## src/rtl/gpio_lvlirq_pkg.sv

```systemverilog
package gpio_lvlirq_pkg;

    localparam int WORD_W = 32;
    localparam int ADDR_W = 5;

    // Register index, taken from address bits 3:2
    typedef enum logic [1:0] {
        RG_DIR  = 2'd0,
        RG_DATA = 2'd1,
        RG_POL  = 2'd2,
        RG_STAT = 2'd3
    } gpio_reg_e;

    typedef enum logic [1:0] {
        RI_PEND = 2'd0,
        RI_GAP0 = 2'd1,
        RI_MASK = 2'd2,
        RI_GAP1 = 2'd3
    } irq_reg_e;

    typedef struct packed {
        logic dir;
        logic data;
        logic pol;
        logic stat;
        logic mask;
    } wr_strobe_t;

    typedef struct packed {
        logic      irq_win;
        logic [1:0] idx;
        logic      aligned;
    } addr_dec_t;

    function automatic logic [WORD_W-1:0] pin_mask(input int n);
        logic [WORD_W-1:0] m;
        m = '0;
        for (int i = 0; i < WORD_W; i++) begin
            if (i < n) m[i] = 1'b1;
        end
        return m;
    endfunction

    function automatic addr_dec_t split_addr(input logic [ADDR_W-1:0] a);
        addr_dec_t d;
        d.irq_win = a[4];
        d.idx     = a[3:2];
        d.aligned = (a[1:0] == 2'b00);
        return d;
    endfunction

    function automatic wr_strobe_t decode_wr(input addr_dec_t d, input logic we);
        wr_strobe_t s;
        s = '0;
        if (we && d.aligned) begin
            if (!d.irq_win) begin
                unique case (gpio_reg_e'(d.idx))
                    RG_DIR:  s.dir  = 1'b1;
                    RG_DATA: s.data = 1'b1;
                    RG_POL:  s.pol  = 1'b1;
                    RG_STAT: s.stat = 1'b1;
                endcase
            end else if (irq_reg_e'(d.idx) == RI_MASK) begin
                s.mask = 1'b1;
            end
        end
        return s;
    endfunction

endpackage

```

## src/rtl/gpio_sync.sv

```systemverilog
module gpio_sync
    import gpio_lvlirq_pkg::*;
#(
    parameter int NPINS = 12,
    parameter logic RST_LVL = 1'b1
) (
    input  logic              clk,
    input  logic              rst,
    input  logic [WORD_W-1:0] raw_i,
    output logic [WORD_W-1:0] lvl_o
);
    localparam logic [WORD_W-1:0] PMASK = pin_mask(NPINS);

    logic [WORD_W-1:0] stage1;
    logic [WORD_W-1:0] stage2;

    for (genvar g = 0; g < WORD_W; g++) begin : g_bit
        if (g < NPINS) begin : g_live
            always_ff @(posedge clk) begin
                if (rst) begin
                    stage1[g] <= RST_LVL;
                    stage2[g] <= RST_LVL;
                end else begin
                    stage1[g] <= raw_i[g];
                    stage2[g] <= stage1[g];
                end
            end
        end else begin : g_tie
            assign stage1[g] = 1'b0;
            assign stage2[g] = 1'b0;
        end
    end

    assign lvl_o = stage2 & PMASK;

    // the synchronized level lags the raw pin by exactly two edges
    a_r3_two_stage: assert property (@(posedge clk) disable iff (rst)
        (!$past(rst) && !$past(rst, 2)) |-> (lvl_o == ($past(raw_i, 2) & PMASK)));

endmodule

```

## src/rtl/gpio_pin_regs.sv

```systemverilog
module gpio_pin_regs
    import gpio_lvlirq_pkg::*;
#(
    parameter int NPINS = 12
) (
    input  logic              clk,
    input  logic              rst,
    input  wr_strobe_t        wr_i,
    input  logic [WORD_W-1:0] wdata_i,
    input  logic [WORD_W-1:0] lvl_i,
    output logic [WORD_W-1:0] dir_o,
    output logic [WORD_W-1:0] dout_o,
    output logic [WORD_W-1:0] pol_o,
    output logic [WORD_W-1:0] data_view_o
);
    localparam logic [WORD_W-1:0] PMASK = pin_mask(NPINS);

    logic [WORD_W-1:0] dir_q, dout_q, pol_q;

    always_ff @(posedge clk) begin
        if (rst) begin
            dir_q  <= '0;
            dout_q <= '0;
            pol_q  <= '0;
        end else begin
            if (wr_i.dir)  dir_q  <= wdata_i & PMASK;
            if (wr_i.data) dout_q <= wdata_i & PMASK;
            if (wr_i.pol)  pol_q  <= wdata_i & PMASK;
        end
    end

    always_comb begin
        for (int i = 0; i < WORD_W; i++) begin
            data_view_o[i] = dir_q[i] ? dout_q[i] : lvl_i[i];
        end
    end

    assign dir_o  = dir_q;
    assign dout_o = dout_q;
    assign pol_o  = pol_q;

    // a direction write lands in the enable register on the next edge
    a_r2_dir_write: assert property (@(posedge clk) disable iff (rst)
        (!$past(rst) && $past(wr_i.dir)) |-> (dir_o == ($past(wdata_i) & PMASK)));

    // unimplemented bits never appear on the drive side
    a_r10_upper_quiet: assert property (@(posedge clk) disable iff (rst)
        ((dir_o | dout_o | pol_o) & ~PMASK) == '0);

endmodule

```

## src/rtl/gpio_irq_stat.sv

```systemverilog
module gpio_irq_stat
    import gpio_lvlirq_pkg::*;
#(
    parameter int NPINS = 12
) (
    input  logic              clk,
    input  logic              rst,
    input  wr_strobe_t        wr_i,
    input  logic [WORD_W-1:0] wdata_i,
    input  logic [WORD_W-1:0] lvl_i,
    input  logic [WORD_W-1:0] pol_i,
    output logic [WORD_W-1:0] stat_o,
    output logic [WORD_W-1:0] mask_o,
    output logic              irq_o
);
    localparam logic [WORD_W-1:0] PMASK = pin_mask(NPINS);

    logic [WORD_W-1:0] stat_q, mask_q, hit, keep, enabled;

    // A pin is active while its level equals its polarity bit
    assign hit  = ~(lvl_i ^ pol_i) & PMASK;
    assign keep = wr_i.stat ? wdata_i : '1;

    always_ff @(posedge clk) begin
        if (rst) begin
            stat_q <= '0;
            mask_q <= PMASK;
        end else begin
            stat_q <= ((stat_q & keep) | hit) & PMASK;
            if (wr_i.mask) mask_q <= wdata_i & PMASK;
        end
    end

    assign enabled = stat_q & ~mask_q;
    assign irq_o   = |enabled;
    assign stat_o  = stat_q;
    assign mask_o  = mask_q;

    // reset leaves every line masked and nothing latched
    a_r1_reset_state: assert property (@(posedge clk) disable iff (rst)
        $past(rst) |-> (mask_o == PMASK && stat_o == '0 && !irq_o));

    // an active level latches on the next edge
    a_r4_latch_active: assert property (@(posedge clk) disable iff (rst)
        !$past(rst) |-> ((stat_o & $past(hit)) == $past(hit)));

    // without a status write no latched bit is lost
    a_r6_sticky: assert property (@(posedge clk) disable iff (rst)
        (!$past(rst) && !$past(wr_i.stat)) |-> ((stat_o & $past(stat_o)) == $past(stat_o)));

    // the host line needs at least one latched bit
    a_r9_irq_source: assert property (@(posedge clk) disable iff (rst)
        irq_o |-> (stat_o != '0));

endmodule

```

## src/rtl/gpio_lvlirq.sv

```systemverilog
module gpio_lvlirq
    import gpio_lvlirq_pkg::*;
#(
    parameter int NPINS = 12
) (
    input  logic              clk,
    input  logic              rst,
    input  logic [ADDR_W-1:0] reg_addr,
    input  logic              reg_wr,
    input  logic [WORD_W-1:0] reg_wdata,
    output logic [WORD_W-1:0] reg_rdata,
    input  logic [WORD_W-1:0] pin_in,
    output logic [WORD_W-1:0] pin_out,
    output logic [WORD_W-1:0] pin_oe,
    output logic              irq
);
    addr_dec_t         dec;
    wr_strobe_t        wr;
    logic [WORD_W-1:0] lvl, dir, dout, pol, view, stat, mask;

    assign dec = split_addr(reg_addr);
    assign wr  = decode_wr(dec, reg_wr);

    gpio_sync #(.NPINS(NPINS), .RST_LVL(1'b1)) u_sync (
        .clk   (clk),
        .rst   (rst),
        .raw_i (pin_in),
        .lvl_o (lvl)
    );

    gpio_pin_regs #(.NPINS(NPINS)) u_regs (
        .clk         (clk),
        .rst         (rst),
        .wr_i        (wr),
        .wdata_i     (reg_wdata),
        .lvl_i       (lvl),
        .dir_o       (dir),
        .dout_o      (dout),
        .pol_o       (pol),
        .data_view_o (view)
    );

    gpio_irq_stat #(.NPINS(NPINS)) u_irq (
        .clk     (clk),
        .rst     (rst),
        .wr_i    (wr),
        .wdata_i (reg_wdata),
        .lvl_i   (lvl),
        .pol_i   (pol),
        .stat_o  (stat),
        .mask_o  (mask),
        .irq_o   (irq)
    );

    always_comb begin
        reg_rdata = '0;
        if (dec.aligned) begin
            if (!dec.irq_win) begin
                unique case (gpio_reg_e'(dec.idx))
                    RG_DIR:  reg_rdata = dir;
                    RG_DATA: reg_rdata = view;
                    RG_POL:  reg_rdata = pol;
                    RG_STAT: reg_rdata = stat;
                endcase
            end else begin
                unique case (irq_reg_e'(dec.idx))
                    RI_PEND: reg_rdata = stat;
                    RI_MASK: reg_rdata = mask;
                    default: reg_rdata = '0;
                endcase
            end
        end
    end

    assign pin_out = dout;
    assign pin_oe  = dir;

    // a misaligned address never returns data
    a_r11_misaligned: assert property (@(posedge clk) disable iff (rst)
        (reg_addr[1:0] != 2'b00) |-> (reg_rdata == '0));

endmodule

```

## config.mk

```make
export PLATFORM = sky130hd
export DESIGN_NAME = gpio_lvlirq
export DESIGN_NICKNAME = d
export VERILOG_FILES = /design/src/rtl/gpio_lvlirq_pkg.sv /design/src/rtl/gpio_sync.sv /design/src/rtl/gpio_pin_regs.sv /design/src/rtl/gpio_irq_stat.sv /design/src/rtl/gpio_lvlirq.sv
export SDC_FILE = /design/constraint.sdc
export NUM_CORES = 1
export LEC_CHECK = 0
export ABC_AREA = 1
export BUFFER_PORTS_ARGS = -buffer_cell sky130_fd_sc_hd__buf_2
export CORE_MARGIN = 3
export CORE_UTILIZATION = 44
export DETAILED_ROUTE_END_ITERATION = 7
export GPL_TIMING_DRIVEN = 1
export PLACE_DENSITY = 0.76
export SETUP_SLACK_MARGIN = 0.15
export SYNTH_ARGS = -nofsm -noshare
export SYNTH_HDL_FRONTEND = slang
export SYNTH_SLANG_ARGS = --single-unit
```

## constraint.sdc

```tcl
create_clock -name clk -period 1.2 [get_ports clk]
set_clock_uncertainty 0.1 [all_clocks]
set_input_delay 0.12 -clock clk [delete_from_list [all_inputs] [get_ports clk]]
set_output_delay 0.12 -clock clk [all_outputs]
set_load 0.005 [all_outputs]
```

# ---- After elaboration in Yosys (flattened, before gate mapping)
# Cells that the tools add are included.
dict set report word_totals {
  wordCells 66
  regBits 84
  out_inout_bits 97
  input_bits 72
}
dict set report op_classes {
  n_bitwise 6
  muxes 24
  reduce_logical 4
  n_eq_ne 3
}
# operator n
set ops {}
lappend ops {{one-hot mux 32 bit (4 select lines)} 1}
lappend ops {{two-way mux 32 bit} 2}
lappend ops {{bitwise AND 12 x 32 -> 32 bit} 1}
lappend ops {{NOT 12 -> 32 bit} 1}
lappend ops {{OR reduction 32 bit} 1}
lappend ops {{one-hot mux 12 bit (2 select lines)} 1}
lappend ops {{two-way mux 1 bit} 17}
lappend ops {{bitwise AND 12 bit} 1}
lappend ops {{two-way mux 12 bit} 1}
lappend ops {{NOT 12 bit} 1}
lappend ops {{bitwise OR 12 bit} 1}
lappend ops {{bitwise XOR 12 bit} 1}
lappend ops {{two-way mux 5 bit} 1}
lappend ops {{== test 2 bit, second input constant} 2}
lappend ops {{logical NOT 2 bit} 2}
lappend ops {{two-way mux 4 bit} 1}
lappend ops {{== test 2 x 1 -> 1 bit, second input constant} 1}
lappend ops {{logical AND 1 bit} 1}

# ---- Longest topological paths before layout
dict set report logic_depth {
  word_depth 7
  mapped_depth 8
}

# ---- By module
# From an unflattened synthesis, not the netlist that was laid out.
dict set report hier_totals {
  cells_unflattened 1117
  area_unflattened_um2 6690.2
}
# module seq_area_each_um2 instances cells_per_inst area_per_inst_um2
set by_module_without_submodules {}
lappend by_module_without_submodules {gpio_lvlirq 0.0 1 537 2331.0}
lappend by_module_without_submodules {gpio_pin_regs 720.7 1 319 2147.1}
lappend by_module_without_submodules {gpio_irq_stat 480.5 1 165 1368.8}
lappend by_module_without_submodules {gpio_sync 480.5 1 96 843.3}

# ---- Worst setup path before layout
# No wires, ideal clock.
dict set report synth_path {
  kind {input-to-reg}
  startpoint {in reg_addr[3]}
  endpoint {reg u_regs.dir_q[11] (netlist: u_regs.dir_o[11])}
  arrival_time_ns 0.984
  cell_stages 8
  required_ns 0.984
  slack_ns 0.000
  setup_time_ns 0.116
  path_buffers 2
  cell_sequence {buf_6 -> nor2_2 -> nand2_1 -> nor2_2 -> inv_2 -> buf_2 -> nor2_1 -> nor2_1}
}
dict set report synth_between {
  elab_chain_len 4
}
# element line
set synth_lines {}
lappend synth_lines {{start, declared} gpio_lvlirq.sv:8} ;# input logic [ADDR_W-1:0] reg_addr,
lappend synth_lines {{logical NOT 2 bit} gpio_lvlirq_pkg.sv:57} ;# unique case (gpio_reg_e'(d.idx))
lappend synth_lines {{two-way mux 1 bit} gpio_lvlirq_pkg.sv:57}
lappend synth_lines {{two-way mux 4 bit} gpio_lvlirq_pkg.sv:56} ;# if (!d.irq_win) begin
lappend synth_lines {{two-way mux 5 bit} gpio_lvlirq_pkg.sv:55} ;# if (we && d.aligned) begin
lappend synth_lines {{end signal, assigned} gpio_pin_regs.sv:26} ;# if (wr_i.dir) dir_q <= wdata_i & PMASK;
lappend synth_lines {{end, declared} gpio_pin_regs.sv:18} ;# logic [WORD_W-1:0] dir_q, dout_q, pol_q;
# Every way passes these cells.
# A chain may end at the register's enable or synchronous reset.

# ---- Worst setup path in the final report
dict set report layout_path {
  startpoint {reg u_regs.dir_q[10] (netlist: u_regs.dir_o[10])}
  endpoint {out reg_rdata[10]}
}
dict set report layout_between {
  elab_chain_len 4
}
# element line
set layout_lines {}
lappend layout_lines {{two-way mux 1 bit} gpio_pin_regs.sv:34} ;# data_view_o[i] = dir_q[i] ? dout_q[i] : lvl_i[i];
lappend layout_lines {{one-hot mux 32 bit (4 select lines) *} gpio_lvlirq.sv:59} ;# unique case (gpio_reg_e'(dec.idx))
lappend layout_lines {{two-way mux 32 bit *} gpio_lvlirq.sv:58} ;# if (!dec.irq_win) begin
lappend layout_lines {{two-way mux 32 bit *} gpio_lvlirq.sv:57} ;# if (dec.aligned) begin
lappend layout_lines {{end, declared} gpio_lvlirq.sv:11} ;# output logic [WORD_W-1:0] reg_rdata,
# Mark *: on every way between the ends. The rest lies on a longest branch, timed or not. The select of a mux whose other input is x is not followed.

==> results.json <==
{
  "gp_congestion": 0.917,
  "max_cap_violations": 0,
  "pre_cts_ws_ns": -0.298,
  "fin_tns_setup_ns": -3.65,
  "rsz0062_at_grt": "yes",
  "num_rows": 35,
  "worstSkewPairLatency_ns": 0.35,
  "yosys_most_used_dff": "dfxtp_1",
  "n_fill_cell": 740,
  "wire_per_inst_um": 15.2,
  "yosysTopAreaCellShare_pct": 38.5,
  "met2_usage_pct": 36.0,
  "setup_viol": 16,
  "critPathKind": "reg2out",
  "dr.first_iter.drc_count": 424,
  "fin_ws_ns": -0.339,
  "ant_nets": 0,
  "ys_ff_latch": 84,
  "cts.sinks": 84,
  "synth.area.top_cells": "dfxtp_1 38%, buf_4 11%, nand2_1 9.8%",
  "root_buffer": "clkbuf_8",
  "place_area_um2": 4840,
  "synth_edf_count": 0,
  "vdd_ir_drop_max_v": 0.000812,
  "area_growth_pct": 36.5,
  "wirelength_mm": 13.6,
  "cts_tree": "built",
  "violations": "setup timing",
  "busiest_layer": "met2",
  "cts_made_buffers": 9,
  "async_reset_ff_share_pct": 0,
  "crit_chain": "o211ai_1 -> nand2_1 -> nor2_1 -> nor2_2 -> buf_2",
  "synth_cells": 622,
  "grt_usage_pct": 22.2,
  "final.min_clock_period_ns": 1.54,
  "die_width_um": 106,
  "diodes": 0,
  "critPathRequiredTime_ns": 0.98,
  "clock_path_buffers": 2,
  "grtUsageMet3_pct": 3.31,
  "syn_area_per_cell_um2": 7.02,
  "met1_usage_pct": 28.2,
  "cpLargestDelayFamily": "flip-flops",
  "slew_violations": 0,
  "fin_area_um2": 5970,
  "cts.clk_slew.worst_paths_ns": 0.09,
  "grt_max_degree": 49,
  "worstPathArrival_ns": 1.32,
  "cp-start-kind": "flip-flop",
  "io_pins": 169,
  "hp-class": "in2reg",
  "dp_hpwl_mm": 8.54,
  "slowest_delay_ns": 0.37,
  "synth_most_common_cell": "nand2_1",
  "post-route-drc-count": 0,
  "first_pass_iters": 6,
  "grt_pass1_wl_mm": 20.1,
  "total_power_uw": 5810,
  "synthTopCellsByCount": "114 x nand2_1, 102 x nor2_1, 84 x dfxtp_1, 63 x buf_4, 50 x nand3_1",
  "fin_crit_sh_pct": 128,
  "die_area_um2": 11200,
  "overflow": 0,
  "cp_num_buf_inv": 1,
  "crit_fanout": 5,
  "vias_per_cell": 5.07,
  "drive_gt1_share_pct": 38.0,
  "max_freq_mhz": 650,
  "synthDistinctLibCells": 27,
  "yosys_warnings": 0,
  "die_h_um": 106,
  "routed-via-count": 4534,
  "synth_area_um2": 4370,
  "crit_path_top_delay_cell": "dfxtp_4",
  "nNetsFinal": 832,
  "ys_seq_area_share_pct": 38.5,
  "core-area_um2": 9460,
  "leakage_uw": 0.00273,
  "netlist.top_cell.by_area": "dfxtp_1",
  "r2r_setup_slack_ns": 0.19,
  "finalHoldViolCount": 0,
  "grt_pass1_vias": 4133,
  "io_buffer_count": 68,
  "end_kind": "output pin",
  "cts-htree-levels": 3,
  "outcome": "finished with violations",
  "antenna_found_initial": 0,
  "start_util_pct": 46.2,
  "pwr_density_cell_nw_per_um2": 974
}
==> worst paths after layout <==
kind / depth (start not counted) / from / end
max: 5 / u_regs.dir_o[10] / reg_rdata[10]
min: 2 / rst / u_sync.stage1[11]
max reg2reg: 3 / u_regs.dir_o[2] / u_regs.dir_o[2]
min reg2reg: 1 / u_sync.stage1[11] / u_sync.lvl_o[11]
==> layer usage <==
layer  part of all wire (%)  up-vias
li1                       -     2111
met1                     39     2105
met5                      0        -
met3                    9.0       46
met4                    3.1        0
met2                     48      272
==> cells by family (layout without fill, tap and decap cells) <==
group | after synthesis | in the layout | share of synthesized area, %
AND/OR/NAND/NOR | 306 | 306 | 30.9
buffers and inverters | 141 | 225 | 18.3
flip-flops | 84 | 84 | 38.5
AO/OA/AOI/OAI | 78 | 78 | 9.79
XOR/XNOR | 12 | 12 | 2.41
other | 1 | 60 | 0.0858
==> worst reg2reg max path: stages, from the launching register on <==
cell	delay [ns]
dfxtp_2	0.35
buf_6	0.12
o21ai_0	0.25
nor2_1	0.08
==> final cells by class <==
| class | instances | area, um^2 | area share (%) |
|---|---|---|---|
| Timing Repair inverter | 1 | 6.26 | 0.105 |
| Inverter | 53 | 219 | 3.67 |
| Clock inverter | 7 | 57.6 | 0.965 |
| Tap cell | 129 | 161 | 2.71 |
| Timing Repair Buffer | 155 | 1330 | 22.4 |
| Multi-Input combinational cell | 456 | 2310 | 38.7 |
| Clock buffer | 9 | 124 | 2.08 |
| Sequential cell | 84 | 1760 | 29.4 |
==> sequential cells by signal, summed over array words and instances (netlist names) <==
signal,cells
u_sync.lvl_o,12
u_regs.pol_o,12
u_irq.stat_o,12
u_irq.mask_o,12
u_regs.dir_o,12
u_sync.stage1,12
u_regs.dout_o,12
==> cells in the final DEF, fill, tap and decap left out, types with 9 or more instances in the layout <==
| cell type | n |
|---|---|
| inv_1 | 31 |
| o211ai_1 | 12 |
| buf_2 | 50 |
| inv_2 | 18 |
| buf_6 | 36 |
| conb_1 | 60 |
| dfxtp_1 | 39 |
| clkbuf_8 | 9 |
| o21ai_0 | 10 |
| nor2_1 | 94 |
| a21oi_1 | 12 |
| o21ai_2 | 14 |
| xor2_1 | 11 |
| buf_4 | 36 |
| o21ai_1 | 20 |
| dfxtp_2 | 38 |
| dlygate4sd3_1 | 24 |
| nand3_1 | 42 |
| nand2_1 | 106 |
| or2_2 | 24 |
==> power breakdown <==
group          internal (uW)  total, uW  switching, uW  leakage (uW)
clock                    785       1930           1140     0.0000886
combinational            428        959            530       0.00194
sequential              2860       2930           65.4      0.000702
total                   4080       5810           1740       0.00273
==> per-stage QoR <==
step           utilization (%)  hold WS (ns)  cells
6_report                  63.1       0.00302    894
2_1_floorplan                -         0.124    681
5_1_grt                   63.1        0.0250    894
3_5_place_dp              51.2         0.204    825
3_3_place_gp              51.2         0.201    825
4_1_cts                   59.4       0.00168    880
==> repair_timing <==
| action | in CTS | in global routing |
|---|---|---|
| cloned | 0 | 1 |
| endpoints found under the hold margin | 41 | 0 |
| buffers inserted | 15 | 13 |
| hold buffers | 24 | 0 |
| gates resized for setup | 102 | 77 |
| pin swaps | 39 | 14 |
| setup endpoints to repair | 49 | 78 |
No activity file was read; power rests on OpenSTA's default activity.
